===== config.mk =====
export PLATFORM = sky130hd
export DESIGN_NAME = rw_turn_sched
export DESIGN_NICKNAME = d
export VERILOG_FILES = /design/src/rtl/rts_pkg.sv /design/src/rtl/rts_gap_track.sv /design/src/rtl/rts_cmd_reg.sv /design/src/rtl/rw_turn_sched.sv
export SDC_FILE = /design/constraint.sdc
export NUM_CORES = 1
export LEC_CHECK = 0
export CORE_MARGIN = 1.5
export CORE_UTILIZATION = 50
export DETAILED_ROUTE_END_ITERATION = 10
export DONT_BUFFER_PORTS = 1
export GPL_TIMING_DRIVEN = 0
export PLACE_DENSITY = 0.79
export REMOVE_ABC_BUFFERS = 1
export SLEW_MARGIN = 0
export SYNTH_ARGS = -nofsm -noshare
export SYNTH_HDL_FRONTEND = slang
export SYNTH_HIERARCHICAL = 1
export SYNTH_SLANG_ARGS = --single-unit

===== constraint.sdc =====
create_clock -name clk -period 1.8 [get_ports clk]
set_input_delay 0.36 -clock clk [delete_from_list [all_inputs] [get_ports clk]]
set_output_delay 0.36 -clock clk [all_outputs]
set_load 0.02 [all_outputs]

===== src/rtl/rts_pkg.sv =====
package rts_pkg;

  typedef enum logic [1:0] {
    CMD_NOP = 2'd0,
    CMD_RD  = 2'd1,
    CMD_WR  = 2'd2
  } rts_cmd_e;

endpackage


===== src/rtl/rts_gap_track.sv =====
module rts_gap_track #(
  parameter int GAP_LO = 1,
  parameter int GAP_HI = 2,
  localparam int CNT_W = (GAP_HI < 1) ? 1 : $clog2(GAP_HI + 1)
) (
  input  logic clk,
  input  logic rst_n,
  input  logic hi_freq_in,
  input  logic pend_wr,
  input  logic acc,
  input  logic acc_wr,
  output logic turn,
  output logic hi_q
);

  localparam logic [CNT_W-1:0] NEED_LO = CNT_W'(GAP_LO);
  localparam logic [CNT_W-1:0] NEED_HI = CNT_W'(GAP_HI);

  logic             last_rd_q, last_rd_d;
  logic [CNT_W-1:0] idle_q, idle_d;
  logic             hi_d;
  logic [CNT_W-1:0] need;

  always_comb begin
    need = hi_q ? NEED_HI : NEED_LO;
    turn = pend_wr && last_rd_q && (idle_q < need);
  end

  always_comb begin
    last_rd_d = last_rd_q;
    idle_d    = idle_q;
    if (acc) begin
      last_rd_d = !acc_wr;
      idle_d    = '0;
    end else if (idle_q != NEED_HI) begin
      idle_d = idle_q + 1'b1;
    end
    hi_d = turn ? hi_q : hi_freq_in;
  end

  always_ff @(posedge clk or negedge rst_n) begin
    if (!rst_n) begin
      last_rd_q <= 1'b0;
      idle_q    <= NEED_HI;
      hi_q      <= 1'b0;
    end else begin
      last_rd_q <= last_rd_d;
      idle_q    <= idle_d;
      hi_q      <= hi_d;
    end
  end

  a_r10_mode_hold: assert property (@(posedge clk) disable iff (!rst_n)
    (turn && $past(turn)) |-> $stable(hi_q))
    else $error("R10: mode changed during turnaround");

endmodule


===== src/rtl/rts_cmd_reg.sv =====
module rts_cmd_reg
  import rts_pkg::*;
#(
  parameter int ADDR_W    = 12,
  parameter int BURST_LEN = 4,
  localparam int OFF_W    = $clog2(BURST_LEN)
) (
  input  logic              clk,
  input  logic              rst_n,
  input  logic              load,
  input  logic              wr,
  input  logic [ADDR_W-1:0] addr,
  output logic              cmd_rd,
  output logic              cmd_wr,
  output logic [ADDR_W-1:0] cmd_addr
);

  localparam logic [ADDR_W-1:0] ALIGN = ~((ADDR_W'(1) << OFF_W) - ADDR_W'(1));

  rts_cmd_e          cmd_q, cmd_d;
  logic [ADDR_W-1:0] addr_q, addr_d;

  always_comb begin
    cmd_d  = CMD_NOP;
    addr_d = addr_q;
    if (load) begin
      cmd_d  = wr ? CMD_WR : CMD_RD;
      addr_d = addr & ALIGN;
    end
  end

  always_ff @(posedge clk or negedge rst_n) begin
    if (!rst_n) begin
      cmd_q  <= CMD_NOP;
      addr_q <= '0;
    end else begin
      cmd_q <= cmd_d;
      if (load) addr_q <= addr_d;
    end
  end

  assign cmd_rd   = (cmd_q == CMD_RD);
  assign cmd_wr   = (cmd_q == CMD_WR);
  assign cmd_addr = addr_q;

endmodule


===== src/rtl/rw_turn_sched.sv =====
module rw_turn_sched #(
  parameter int ADDR_W    = 12,
  parameter int BURST_LEN = 4,
  parameter int GAP_LO    = 1,
  parameter int GAP_HI    = 2
) (
  input  logic              clk,
  input  logic              rst_n,
  input  logic              hi_freq,
  input  logic              req_valid,
  input  logic              req_write,
  input  logic [ADDR_W-1:0] req_addr,
  output logic              req_ready,
  output logic              cmd_rd,
  output logic              cmd_wr,
  output logic [ADDR_W-1:0] cmd_addr
);

  logic turn;
  logic hi_q;
  logic acc;

  rts_gap_track #(
    .GAP_LO (GAP_LO),
    .GAP_HI (GAP_HI)
  ) u_gap (
    .clk        (clk),
    .rst_n      (rst_n),
    .hi_freq_in (hi_freq),
    .pend_wr    (req_valid && req_write),
    .acc        (acc),
    .acc_wr     (req_write),
    .turn       (turn),
    .hi_q       (hi_q)
  );

  assign req_ready = !turn;
  assign acc       = req_valid && req_ready;

  rts_cmd_reg #(
    .ADDR_W    (ADDR_W),
    .BURST_LEN (BURST_LEN)
  ) u_cmd (
    .clk      (clk),
    .rst_n    (rst_n),
    .load     (acc),
    .wr       (req_write),
    .addr     (req_addr),
    .cmd_rd   (cmd_rd),
    .cmd_wr   (cmd_wr),
    .cmd_addr (cmd_addr)
  );

  a_r2_onehot: assert property (@(posedge clk) disable iff (!rst_n)
    !(cmd_rd && cmd_wr))
    else $error("R2: both strobes high");

  a_r2_accept_issues: assert property (@(posedge clk) disable iff (!rst_n)
    (req_valid && req_ready) |=> (cmd_rd || cmd_wr))
    else $error("R2: accepted request not issued");

  a_r3_nop: assert property (@(posedge clk) disable iff (!rst_n)
    !(req_valid && req_ready) |=> (!cmd_rd && !cmd_wr))
    else $error("R3: command without acceptance");

  a_r4_min_gap: assert property (@(posedge clk) disable iff (!rst_n)
    cmd_wr |-> !$past(cmd_rd))
    else $error("R4: write directly after read");

  a_r5_hi_gap: assert property (@(posedge clk) disable iff (!rst_n)
    (cmd_wr && $past(hi_q)) |-> (!$past(cmd_rd) && !$past(cmd_rd, 2)))
    else $error("R5: high-frequency gap too short");

  a_r6_wr_to_rd_free: assert property (@(posedge clk) disable iff (!rst_n)
    (cmd_wr && req_valid && !req_write) |-> req_ready)
    else $error("R6: read stalled after write");

  a_r7_rd_to_rd_free: assert property (@(posedge clk) disable iff (!rst_n)
    (cmd_rd && req_valid && !req_write) |-> req_ready)
    else $error("R7: read stalled after read");

endmodule


# ---- Word-level counts from Yosys, hierarchy flattened
# Index checks and enable logic that the tools add are counted.
# Widths: inputs -> output; s select.
dict set report classes {
  muxes 5
  eq_ne 3
  n_addsub 1
  n_lt_le_gt_ge 1
  reduce_logical 7
}
# cell count
set ops {}
lappend ops {{$mux 2} 5}
lappend ops {{$logic_and 1x1->1} 4}
lappend ops {{$add 2x1->2 const B} 1}
lappend ops {{$eq 2x1->1 const B} 1}
lappend ops {{$eq 2x2->1 const B} 1}
lappend ops {{$logic_not 1->1} 2}
lappend ops {{$lt 2x2->1} 1}
lappend ops {{$ne 2x2->1 const B} 1}
lappend ops {{$reduce_bool 2->1} 1}
dict set report totals {
  output_inout_bits 15
  reg_bits 16
  elab_cells 22
  input_bits 17
}

# ---- Logic depth before layout (Yosys ltp)
# Gate-level depths: netlist of run 1.
dict set report depth {
  ltp_word 6
  depth_mapped 7
  depth_no_buf 6
}

# ---- Hierarchy
# The synthesis of run 1 kept the hierarchy.
# mod cells_per_inst seq_area_each_um2 area_per_inst_um2 n_inst
set by_module_without_submodules {}
lappend by_module_without_submodules {rts_cmd_reg 30 300.3 498.0 1}
lappend by_module_without_submodules {rts_gap_track 18 101.3 206.4 1}
lappend by_module_without_submodules {rw_turn_sched 3 0.0 18.8 1}

# ---- Worst setup path before layout of run 1
# No wires, ideal clock.
dict set report synth_path {
  kind {reg-to-reg}
  start {register u_gap.hi_q}
  end {register u_cmd.addr_q[10] (netlist: u_cmd/cmd_addr[10])}
  stages_incl_launch_ff 8
  setup_time_ps 125
  t_arrival_ps 1619
  required_time_ps 1675
  setup_slack_ps 56
  period_less_slack_ps 1744
  n_path_buf 1
  path_cell_list {dfrtp_1 -> inv_1 -> ha_1 -> o21ai_1 -> and4b_4 -> nor2b_2 -> buf_6 -> mux2_4}
}
dict set report synth_via {
  elab_chain_len 5
}
# element line
set synth_rtl {}
lappend synth_rtl {{start, declared} rts_gap_track.sv:13} ;# output logic hi_q
lappend synth_rtl {{start signal, assigned} rts_gap_track.sv:49} ;# hi_q <= hi_d;
lappend synth_rtl {{$mux 2} rts_gap_track.sv:25} ;# need = hi_q ? NEED_HI : NEED_LO;
lappend synth_rtl {{$lt 2x2->1} rts_gap_track.sv:26} ;# turn = pend_wr && last_rd_q && (idle_q < need);
lappend synth_rtl {{$logic_and 1x1->1} rts_gap_track.sv:26}
lappend synth_rtl {{named net turn} rw_turn_sched.sv:19} ;# logic turn;
lappend synth_rtl {{$logic_not 1->1} rw_turn_sched.sv:37} ;# assign req_ready = !turn;
lappend synth_rtl {{$logic_and 1x1->1} rw_turn_sched.sv:38} ;# assign acc = req_valid && req_ready;
lappend synth_rtl {{named net acc} rw_turn_sched.sv:21} ;# logic acc;
lappend synth_rtl {{end signal, assigned} rts_cmd_reg.sv:38} ;# if (load) addr_q <= addr_d;
lappend synth_rtl {{end, declared} rts_cmd_reg.sv:21} ;# logic [ADDR_W-1:0] addr_q, addr_d;
# The timed path passes the listed nets, and every way through them passes these cells.
# A chain may end at the register's enable or synchronous reset.

# ---- Worst setup path in the final report of run 1
dict set report layout_path {
  start {register u_gap.idle_q[1]}
  end {output port req_ready}
}
dict set report layout_via {
  elab_chain_len 3
}
# element line
set layout_rtl {}
lappend layout_rtl {{start, declared} rts_gap_track.sv:20} ;# logic [CNT_W-1:0] idle_q, idle_d;
lappend layout_rtl {{start signal, assigned} rts_gap_track.sv:48} ;# idle_q <= idle_d;
lappend layout_rtl {{$lt 2x2->1} rts_gap_track.sv:26}
lappend layout_rtl {{$logic_and 1x1->1} rts_gap_track.sv:26}
lappend layout_rtl {{named net turn} rw_turn_sched.sv:19}
lappend layout_rtl {{$logic_not 1->1} rw_turn_sched.sv:37}
lappend layout_rtl {{end, declared} rw_turn_sched.sv:13} ;# output logic req_ready,
# The timed path passes the listed nets, and every way through them passes these cells.

==> results.md, run 1 <==
- Leading post-synthesis cells by cell area: dfrtp_1, mux2_4, dfstp_2
- Max-cap violations: 0
- Worst setup SP type: flop
- CP cell instances: ha_4 -> o21ai_2 -> and4b_4 -> inv_4
- Total length of routed wires: 1260 um
- Synthesis-stage register bit count: 16
- Max stage delay on crit path: 0.57 ns
- Port Buffers: 0
- Simple-gate share of the synthesized area: 9.00%
- Met3 wire len: 80 um
- Post-route cell area: 837 um2
- Routability Congestion: 0.681
- Vias post-DR: 385
- GRT Total Usage: 18.0%
- Vias in the first global route: 390
- Syn-to-layout area delta: 15.7%
- Starting DRT DRC Count: 3
- Num rows: 13
- GRT overflow: 0
- Met2 wire length: 677 um
- Largest family of logic cells by synthesized area: multiplexers
- Violated checks: setup timing
- WS Path Type: flop to output pin
- Clk buf depth: 2
- Mux share of post-synthesis cell area: 23.2%
- Crit-path slowest cell: dfstp_2
- Max IR drop VDD: 0.534 mV
- Routed len/inst: 17.0 um
- CORE AREA: 1320 um2
- WHS: 0.125 ns
- Sink Count: 16
- Post-Synth Adder-Cell Area: 3.46%
- CP required: 1.44 ns
- Share of the synthesized area in the top cell type: 51.9%
- Final ANT Viol Nets: 0
- Final hold violations: 0
- Highest metal used: met4
- Worst Path Arrival: 1.45 ns
- XOR/XNOR Fraction of Synth Area: 1.21%
- First-pass GRT wire length: 1730 um
- # DRC: 0
- Status: finished with violations
- PD cells: 1170 nW/um2
- Post-Synthesis Cells: 51
- CTS Buf Count: 3
- Unrepaired setup endpoints after global routing: yes
- Initial antenna violation count: 0
- # diodes: 0
- Die area: 1680 um2
- Area of the mapped netlist: 723 um2
- CTS HTree Levels: 1
- CTS tree: built
- Smallest setup slack after layout: -0.0132 ns
- Achievable Freq: 552 MHz
- Sequential share of the synthesized area: 55.5%
- Most frequent cells in the layout: dfrtp_1, mux2_4
- Syn Area/Cell: 14.2 um2
- Largest net degree at the start of global routing: 17
- Area of the multi-input gates: 309 um2
- Drt first pass iters: 4
- I/O pins: 32
- Commonest non-fill, non-tap cell in the layout: dfrtp_1
- Synth Area in Compound Gates: 1.38%
- Lkg Pwr: 0.407 nW
- Slew HR: 53.3%
- Worst-path clk slew: 0.09 ns
- Critical Path Sink Type: output pin
- Post-DP HPWL: 794 um
- Later-pin clock latency in the skew report: 0.29 ns
- Clock root cell: clkbuf_4
- Nets: 79
- Pre-CTS WS: -0.383 ns
- Dpl cell area: 719 um2
- Vias per std cell: 5.20
- Setup Viol. Count Final: 1
- Final Skew: 0.00233 ns
- Die width: 41.0 um
- Register area: 402 um2
- Minimum clock period: 1.81 ns
- Total power: 0.980 mW
- Die Y: 41.0 um
- Worst Hold Class: input pin to flop
- Distinct cells, synth: 18
- Pins Over Slew Limit: 0
- Initial Utilization: 54.9%
- Layout filler cell count: 98
- Final period utilization: 101%
- Synth warnings: 6
- Worst-Margin Slew: 0.698 ns
- Dominant cell type by area after synthesis: dfrtp_1
- Crit path max fanout: 3
- Layout cell share with drive strength beyond 1: 44.1%
- M1 WL: 487 um
## logic make-up (layout without fill, tap and decap cells)
family,Yosys count,in the layout
flops,16,16
mux,12,12
simple gates,10,10
buf+inv,7,14
fa+ha+maj,2,2
compound gates,2,2
other cells,1,2
xor+xnor,1,1
## power by group
part	switching (mW)	internal (mW)
Combinational	0.107	0.144
Clock	0.109	0.0862
Sequential	0.104	0.429
## final timing paths
kind                                             start                       endpoint  slack (ns)  depth (start not counted)
max reg2reg                     u_gap/hi_q$_DFFE_PN0N_  u_cmd/cmd_addr[7]$_DFFE_PN0P_        0.06                          7
min in group asynchronous                        rst_n  u_cmd/cmd_addr[2]$_DFFE_PN0P_        0.55                          1
max in group asynchronous                        rst_n  u_cmd/cmd_addr[6]$_DFFE_PN0P_        0.80                          1
min reg2reg                u_gap/last_rd_q$_DFFE_PN0P_    u_gap/last_rd_q$_DFFE_PN0P_        0.53                          2
min                                          req_write       u_cmd/cmd_q[0]$_DFF_PN0_        0.12                          1
max                        u_gap/idle_q[1]$_DFFE_PN1P_                      req_ready       -0.01                          4
## per-stage QoR
stage | util [%] | cells | TNS (ns)
floorplan | - | 49 | -1.15
global placement | 54.6 | 64 | -2.93
detailed placement | 54.6 | 64 | -3.94
CTS | 62.7 | 74 | -0.0238
global route | 63.5 | 74 | -0.0911
finish | 63.5 | 74 | -0.0132
## synth_stat cells
master	number
buf_4	2
inv_1	4
conb_1	1
a21oi_1	1
nor2_1	3
mux2_4	9
and2_1	2
buf_6	1
and4b_4	1
mux2_2	2
xor2_1	1
nor2b_1	3
mux2i_1	1
dfstp_2	1
dfrtp_1	15
o21ai_1	1
nor2b_2	1
ha_1	2
## layer usage
layer	track usage (%)	up-vias
met5	0	-
met4	12.5	0
met3	6.52	2
met2	29.7	18
met1	18.8	187
li1	-	178
## state kept, by name, summed over array words and instances, names as in the netlist
register         count
u_cmd/cmd_addr      10
u_cmd/cmd_q          2
u_gap/hi_q           1
u_gap/last_rd_q      1
u_gap/idle_q         2
## critical path: cells and delay by family, from the launching register on
kind	cells	cell delay [ns]
compound gates	1	0.05
fa+ha+maj	1	0.20
buf+inv	1	0.06
flops	1	0.57
simple gates	1	0.29
## layout make-up
cell class	instances	area share (%)
Inverter	4	2.09
Timing Repair Buffer	6	7.62
Tap cell	15	2.24
Multi-Input combinational cell	29	36.9
Clock buffer	4	3.14
Sequential cell	16	48.0
## repair_timing
action / in CTS / in global routing
hold buffers: 1 / 0
setup endpoints to repair: 16 / 5
gates resized for setup: 4 / 4
endpoints found under the hold margin: 16 / 0
buffers inserted: 5 / 0
pin swaps: 1 / 1
No activity file was read; power rests on OpenSTA's default activity.
==> run 2, diff against run 1 <==
--- a/config.mk
+++ b/config.mk
@@ -15,5 +15,4 @@
 export SLEW_MARGIN = 0
 export SYNTH_ARGS = -nofsm -noshare
 export SYNTH_HDL_FRONTEND = slang
-export SYNTH_HIERARCHICAL = 1
 export SYNTH_SLANG_ARGS = --single-unit
==> run 2 against run 1 <==
The flow still finishes with violations (setup timing). Die area is the same. Combinational power grew 55%. Synthesized cell count grew 3.9%. Core utilization shrank 1.7 points. Count of clock-buffer cells in the layout stayed put. Non-clock buffer count down 3.
==> results.md, run 2 <==
- Status: finished with violations
- Violated checks: setup timing
- Most frequent cells in the layout: dfrtp_1, mux2_2, inv_1, nand2_1, clkbuf_4
- CTS HTree Levels: 1
- Distinct cells, synth: 19
- Syn Area/Cell: 13.6 um2
- Post-route cell area: 815 um2
- R2R Setup Slk: 0.06 ns
- Max IR drop VDD: 0.858 mV
- Drt first pass iters: 2
- Share of the synthesized area in the top cell type: 51.9%
- Synth warnings: 0
- Port Buffers: 0
- Worst Path Arrival: 1.57 ns
- Dpl cell area: 719 um2
- Nets: 78
- Dominant cell type by area after synthesis: dfrtp_1
- Sequential share of the synthesized area: 55.5%
- Starting DRT DRC Count: 5
- Area of the mapped netlist: 723 um2
- Worst-Margin Slew: 0.690 ns
- GRT overflow: 0
- Critical Path Sink Type: output pin
- WS Path Type: flop to output pin
- R2R depth: 5
- I/O pins: 32
- CP required: 1.44 ns
- Pins Over Slew Limit: 0
- Worst-path clk slew: 0.09 ns
- Routed len/inst: 13.5 um
- Final period utilization: 107%
- Number of flops mapped to enable cells by yosys: 0
- Post-Synthesis Cells: 53
- Register area: 402 um2
- CTS tree: built
- Initial antenna violation count: 0
- Die area: 1680 um2
- Routability Congestion: 0.722
- Lkg Pwr: 0.358 nW
- # DRC: 0
- Min-Delay Startpoint: req_write
- Initial Utilization: 54.9%
- CTS Buf Count: 3
- Vias per std cell: 5.19
- Minimum clock period: 1.93 ns
- Post-synth top cells: dfrtp_1, mux2_2, inv_1, nand2_1
- Area of the multi-input gates: 305 um2
- Num rows: 13
- Layout cell share with drive strength beyond 1: 43.1%
- GRT Total Usage: 13.3%
- Top-count cell post-synth: dfrtp_1
- Final Skew: 0.000797 ns
- Setup Viol. Count Final: 1
- Clock root cell: clkbuf_4
- Syn-to-layout area delta: 12.6%
- Vias in the first global route: 311
- Slew HR: 53.9%
- Achievable Freq: 518 MHz
- Layout filler cell count: 109
- Hold Path Depth: 1
- Die Y: 41.0 um
- Leading post-synthesis cells by cell area: dfrtp_1, mux2_2, dfstp_2
- Post-DP HPWL: 722 um
- Total power: 1.27 mW
- Final ANT Viol Nets: 0
- Most common flop cell mapped by yosys: dfrtp_1
- Largest net degree at the start of global routing: 17
- Ys async rst share: 100%
- Reg2reg start: u_gap.idle_q[1]$_DFFE_PN1P_
- Largest register FFs: 10
- Vias post-DR: 379
- Unrepaired setup endpoints after global routing: yes
- Worst setup SP type: flop
- CORE AREA: 1320 um2
- Commonest non-fill, non-tap cell in the layout: dfrtp_1
- RR Endpoint: u_cmd.cmd_addr[4]$_DFFE_PN0P_
- Synthesis-stage register bit count: 16
- Clk buf depth: 2
- Smallest setup slack after layout: -0.130 ns
- # diodes: 0
- Final hold violations: 0
- Hold endpoint: u_cmd.cmd_q[0]$_DFF_PN0_
- Later-pin clock latency in the skew report: 0.28 ns
- Sink Count: 16
- Crit path max fanout: 3
- Die width: 41.0 um
- PD cells: 1560 nW/um2
- Max-cap violations: 0
- Worst Hold Class: input pin to flop
- Total length of routed wires: 989 um
- CP startpoint: u_gap.idle_q[1]$_DFFE_PN1P_
- First-pass GRT wire length: 1320 um
[run 2: cell types whose count changed after synthesis, sizes merged]
| cell | before | now |
|---|---|---|
| nor2b | 4 | 2 |
| o21a | 0 | 1 |
| mux2i | 1 | 0 |
| and4b | 1 | 0 |
| a211o | 0 | 1 |
| nor3b | 0 | 1 |
| a21oi | 1 | 0 |
| nor4b | 0 | 1 |
| nor2 | 3 | 2 |
| xnor2 | 0 | 1 |
| xor2 | 1 | 0 |
| o31ai | 0 | 1 |
| nand2 | 0 | 3 |
[run 2: cell families after synthesis]
family | share of synthesized area (%)
buf+inv | 5.71
flops | 55.5
other cells | 0.519
simple gates | 9.51
mux | 17.1
xor+xnor | 1.21
compound gates | 6.92
fa+ha+maj | 3.46
[run 2: how the worst max path moves through the flow]
stage / endpoint / slack, ns
floorplan: u_cmd.cmd_addr[10]$_DFFE_PN0P_ / -0.02
global placement: u_cmd.cmd_addr[10]$_DFFE_PN0P_ / -0.16
detailed placement: u_cmd.cmd_addr[10]$_DFFE_PN0P_ / -0.20
CTS: req_ready / -0.15
global route: req_ready / -0.19
finish: req_ready / -0.13
[run 2: final cells by class]
cell class	instances	share of cell area, %
clock buffers	4	4.45
multi-input cells	31	37.5
repair buffers	3	4.61
flip-flops and latches	16	49.3
well taps	15	2.30
inverters	4	1.84
[run 2: through the flow]
step / hold WS (ns) / setup TNS, ns / instances / util (%) / setup WS, ns
finish: 0.148 / -0.130 / 73 / 61.8 / -0.130
global placement: 0.0648 / -1.59 / 66 / 54.6 / -0.160
detailed placement: 0.0648 / -1.92 / 66 / 54.6 / -0.195
floorplan: 0.0644 / -0.154 / 51 / - / -0.0154
global route: 0.114 / -0.195 / 73 / 61.8 / -0.195
CTS: 0.136 / -0.148 / 72 / 61.3 / -0.148
[run 2: power breakdown]
group	internal (mW)	total, mW	switching (mW)
combinational	0.229	0.390	0.161
clock	0.123	0.228	0.105
sequential	0.480	0.657	0.177
[run 2: critical path, stage by stage, from the launching register on]
cell and delay, ns:
dfstp_2 0.57, ha_4 0.20, o21a_4 0.13, nor4b_4 0.27, inv_2 0.11
[run 2: routing by layer]
metal	vias up	GRT usage, %	wire, um
met3	0	8.15	57
met4	0	7.50	0
met5	-	0	0
met1	182	14.8	419
met2	12	19.1	512
li1	185	-	-
[run 2: what timing repair did]
action,4_1_cts,5_1_grt
setup buffers,1,1
gates resized for setup,3,0
hold endpoints to repair,16,0
hold buffers,1,0
pin swaps,2,0
endpoints found under the setup margin,13,2
==> run 3, diff against run 2 <==
==> constraint.sdc (replaced) <==
create_clock -name clk -period 1.8 [get_ports clk]
set_input_delay 0.36 -clock clk [delete_from_list [all_inputs] [get_ports clk]]
set_output_delay 0.36 -clock clk [all_outputs]
set_load 0.05 [all_outputs]
==> run 3 against run 2 <==
The flow still finishes with violations (setup timing). Clock power up 4%. Count of clock-buffer cells in the layout unchanged. Sequential power up 27%. Worst hold slack worse by 0.012 ns. Largest power group unchanged.
==> results.md, run 3 (synthesis gave the netlist of run 2 again) <==
- Status: finished with violations
- Violated checks: setup timing
- Drt first pass iters: 3
- Syn-to-layout area delta: 24.9%
- Worst Hold Class: input pin to flop
- Placed Cells: 66
- PD cells: 1780 nW/um2
- Largest register FFs: 10
- Final hold violations: 0
- Layout filler cell count: 96
- RR Endpoint: u_cmd.cmd_addr[8]$_DFFE_PN0P_
- I/O pins: 32
- Finished Layout Cells: 77
- Layout cell share with drive strength beyond 1: 50.0%
- GRT overflow: 0
- Vias per std cell: 5.14
- Nets: 82
- Worst-Margin Slew: 0.682 ns
- Num rows: 13
- Sink Count: 16
- Largest net degree at the start of global routing: 17
- Routability Congestion: 0.722
- CP required: 1.44 ns
- Commonest non-fill, non-tap cell in the layout: dfrtp_1
- Crit path max fanout: 3
- CORE AREA: 1320 um2
- CTS tree: built
- R2R depth: 6
- Post-route cell area: 903 um2
- Total length of routed wires: 1150 um
- WS Path Type: flop to output pin
- Final period utilization: 109%
- # DRC: 0
- Starting DRT DRC Count: 9
- First-pass GRT wire length: 1350 um
- Reg2reg start: u_gap.idle_q[1]$_DFFE_PN1P_
- Later-pin clock latency in the skew report: 0.28 ns
- Port Buffers: 0
- Max IR drop VDD: 0.943 mV
- Setup Viol. Count Final: 11
- Die area: 1680 um2
- Smallest setup slack after layout: -0.159 ns
- Worst-path clk slew: 0.09 ns
- CTS Buf Count: 3
- Routed len/inst: 15.0 um
- # diodes: 0
- Die Y: 41.0 um
- Clk buf depth: 2
- Setup TNS: -1.16 ns
- Final ANT Viol Nets: 0
- Final Skew: 0.00250 ns
- Slew HR: 54.4%
- Dpl cell area: 719 um2
- Minimum clock period: 1.96 ns
- Die width: 41.0 um
- Max-cap violations: 0
- Post-DP HPWL: 722 um
- Clock root cell: clkbuf_4
- CTS HTree Levels: 1
- Most frequent cells in the layout: dfrtp_1, mux2_4, buf_4
- R2R Setup Slk: -0.15 ns
- Vias post-DR: 396
- Vias in the first global route: 322
- Min-Delay Startpoint: req_write
- Initial Utilization: 54.9%
- Pins Over Slew Limit: 0
- Lkg Pwr: 0.427 nW
- GRT Total Usage: 13.5%
- Worst Path Arrival: 1.60 ns
- Critical Path Sink Type: output pin
- Achievable Freq: 511 MHz
- Hold Path Depth: 1
- Hold endpoint: u_cmd.cmd_q[0]$_DFF_PN0_
- Unrepaired setup endpoints after global routing: yes
- Worst setup SP type: flop
- Initial antenna violation count: 0
- Total power: 1.61 mW
run 3: area by class of cell:
type	instances	area (um2)	area share, %
Inverter	4	17.5	1.94
Tap cell	15	18.8	2.08
Sequential cell	16	402	44.5
Clock buffer	4	36.3	4.02
Multi-Input combinational cell	31	344	38.1
Timing Repair Buffer	7	85.1	9.42
run 3: where the power goes:
group | total [mW] | switching, mW | internal [mW]
registers | 0.832 | 0.357 | 0.475
clock network | 0.236 | 0.113 | 0.123
logic | 0.539 | 0.218 | 0.320
run 3: per-layer routing:
layer	up-vias	part of all wire [%]	track usage (%)
li1	192	-	-
met5	-	0	0
met3	0	5.5	8.15
met1	190	43	15.1
met2	14	51	19.5
met4	0	0	7.50
run 3: critical path, stage by stage (launching register included):
cell and delay (ns):
dfstp_2 0.56, ha_4 0.20, o21a_4 0.13, nor4b_4 0.29, inv_4 0.14
run 3: worst max-delay path by stage:
stage | cells past startpoint | startpoint | end
after floorplan | 4 | u_gap.idle_q[1]$_DFFE_PN1P_ | u_cmd.cmd_addr[10]$_DFFE_PN0P_
after global placement | 4 | u_gap.idle_q[1]$_DFFE_PN1P_ | u_cmd.cmd_addr[10]$_DFFE_PN0P_
after detailed placement | 4 | u_gap.idle_q[1]$_DFFE_PN1P_ | u_cmd.cmd_addr[10]$_DFFE_PN0P_
after CTS | 4 | u_gap.idle_q[1]$_DFFE_PN1P_ | req_ready
after global routing | 4 | u_gap.idle_q[1]$_DFFE_PN1P_ | req_ready
final | 4 | u_gap.idle_q[1]$_DFFE_PN1P_ | req_ready
run 3: stage by stage:
| stage | utilization, % | worst slack, ns | hold slack (ns) |
|---|---|---|---|
| after floorplan | - | -0.0154 | 0.0644 |
| final | 68.6 | -0.159 | 0.136 |
| after global placement | 54.6 | -0.160 | 0.0648 |
| after CTS | 62.6 | -0.185 | 0.136 |
| after global routing | 68.6 | -0.232 | 0.115 |
| after detailed placement | 54.6 | -0.195 | 0.0648 |
run 3: timing repair:
item	4_1_cts	5_1_grt
endpoints found under the setup margin	13	14
gates resized for setup	4	11
hold endpoints to repair	16	0
hold buffers	1	0
buffers inserted	3	2
pin swaps	1	1
cloned	0	1
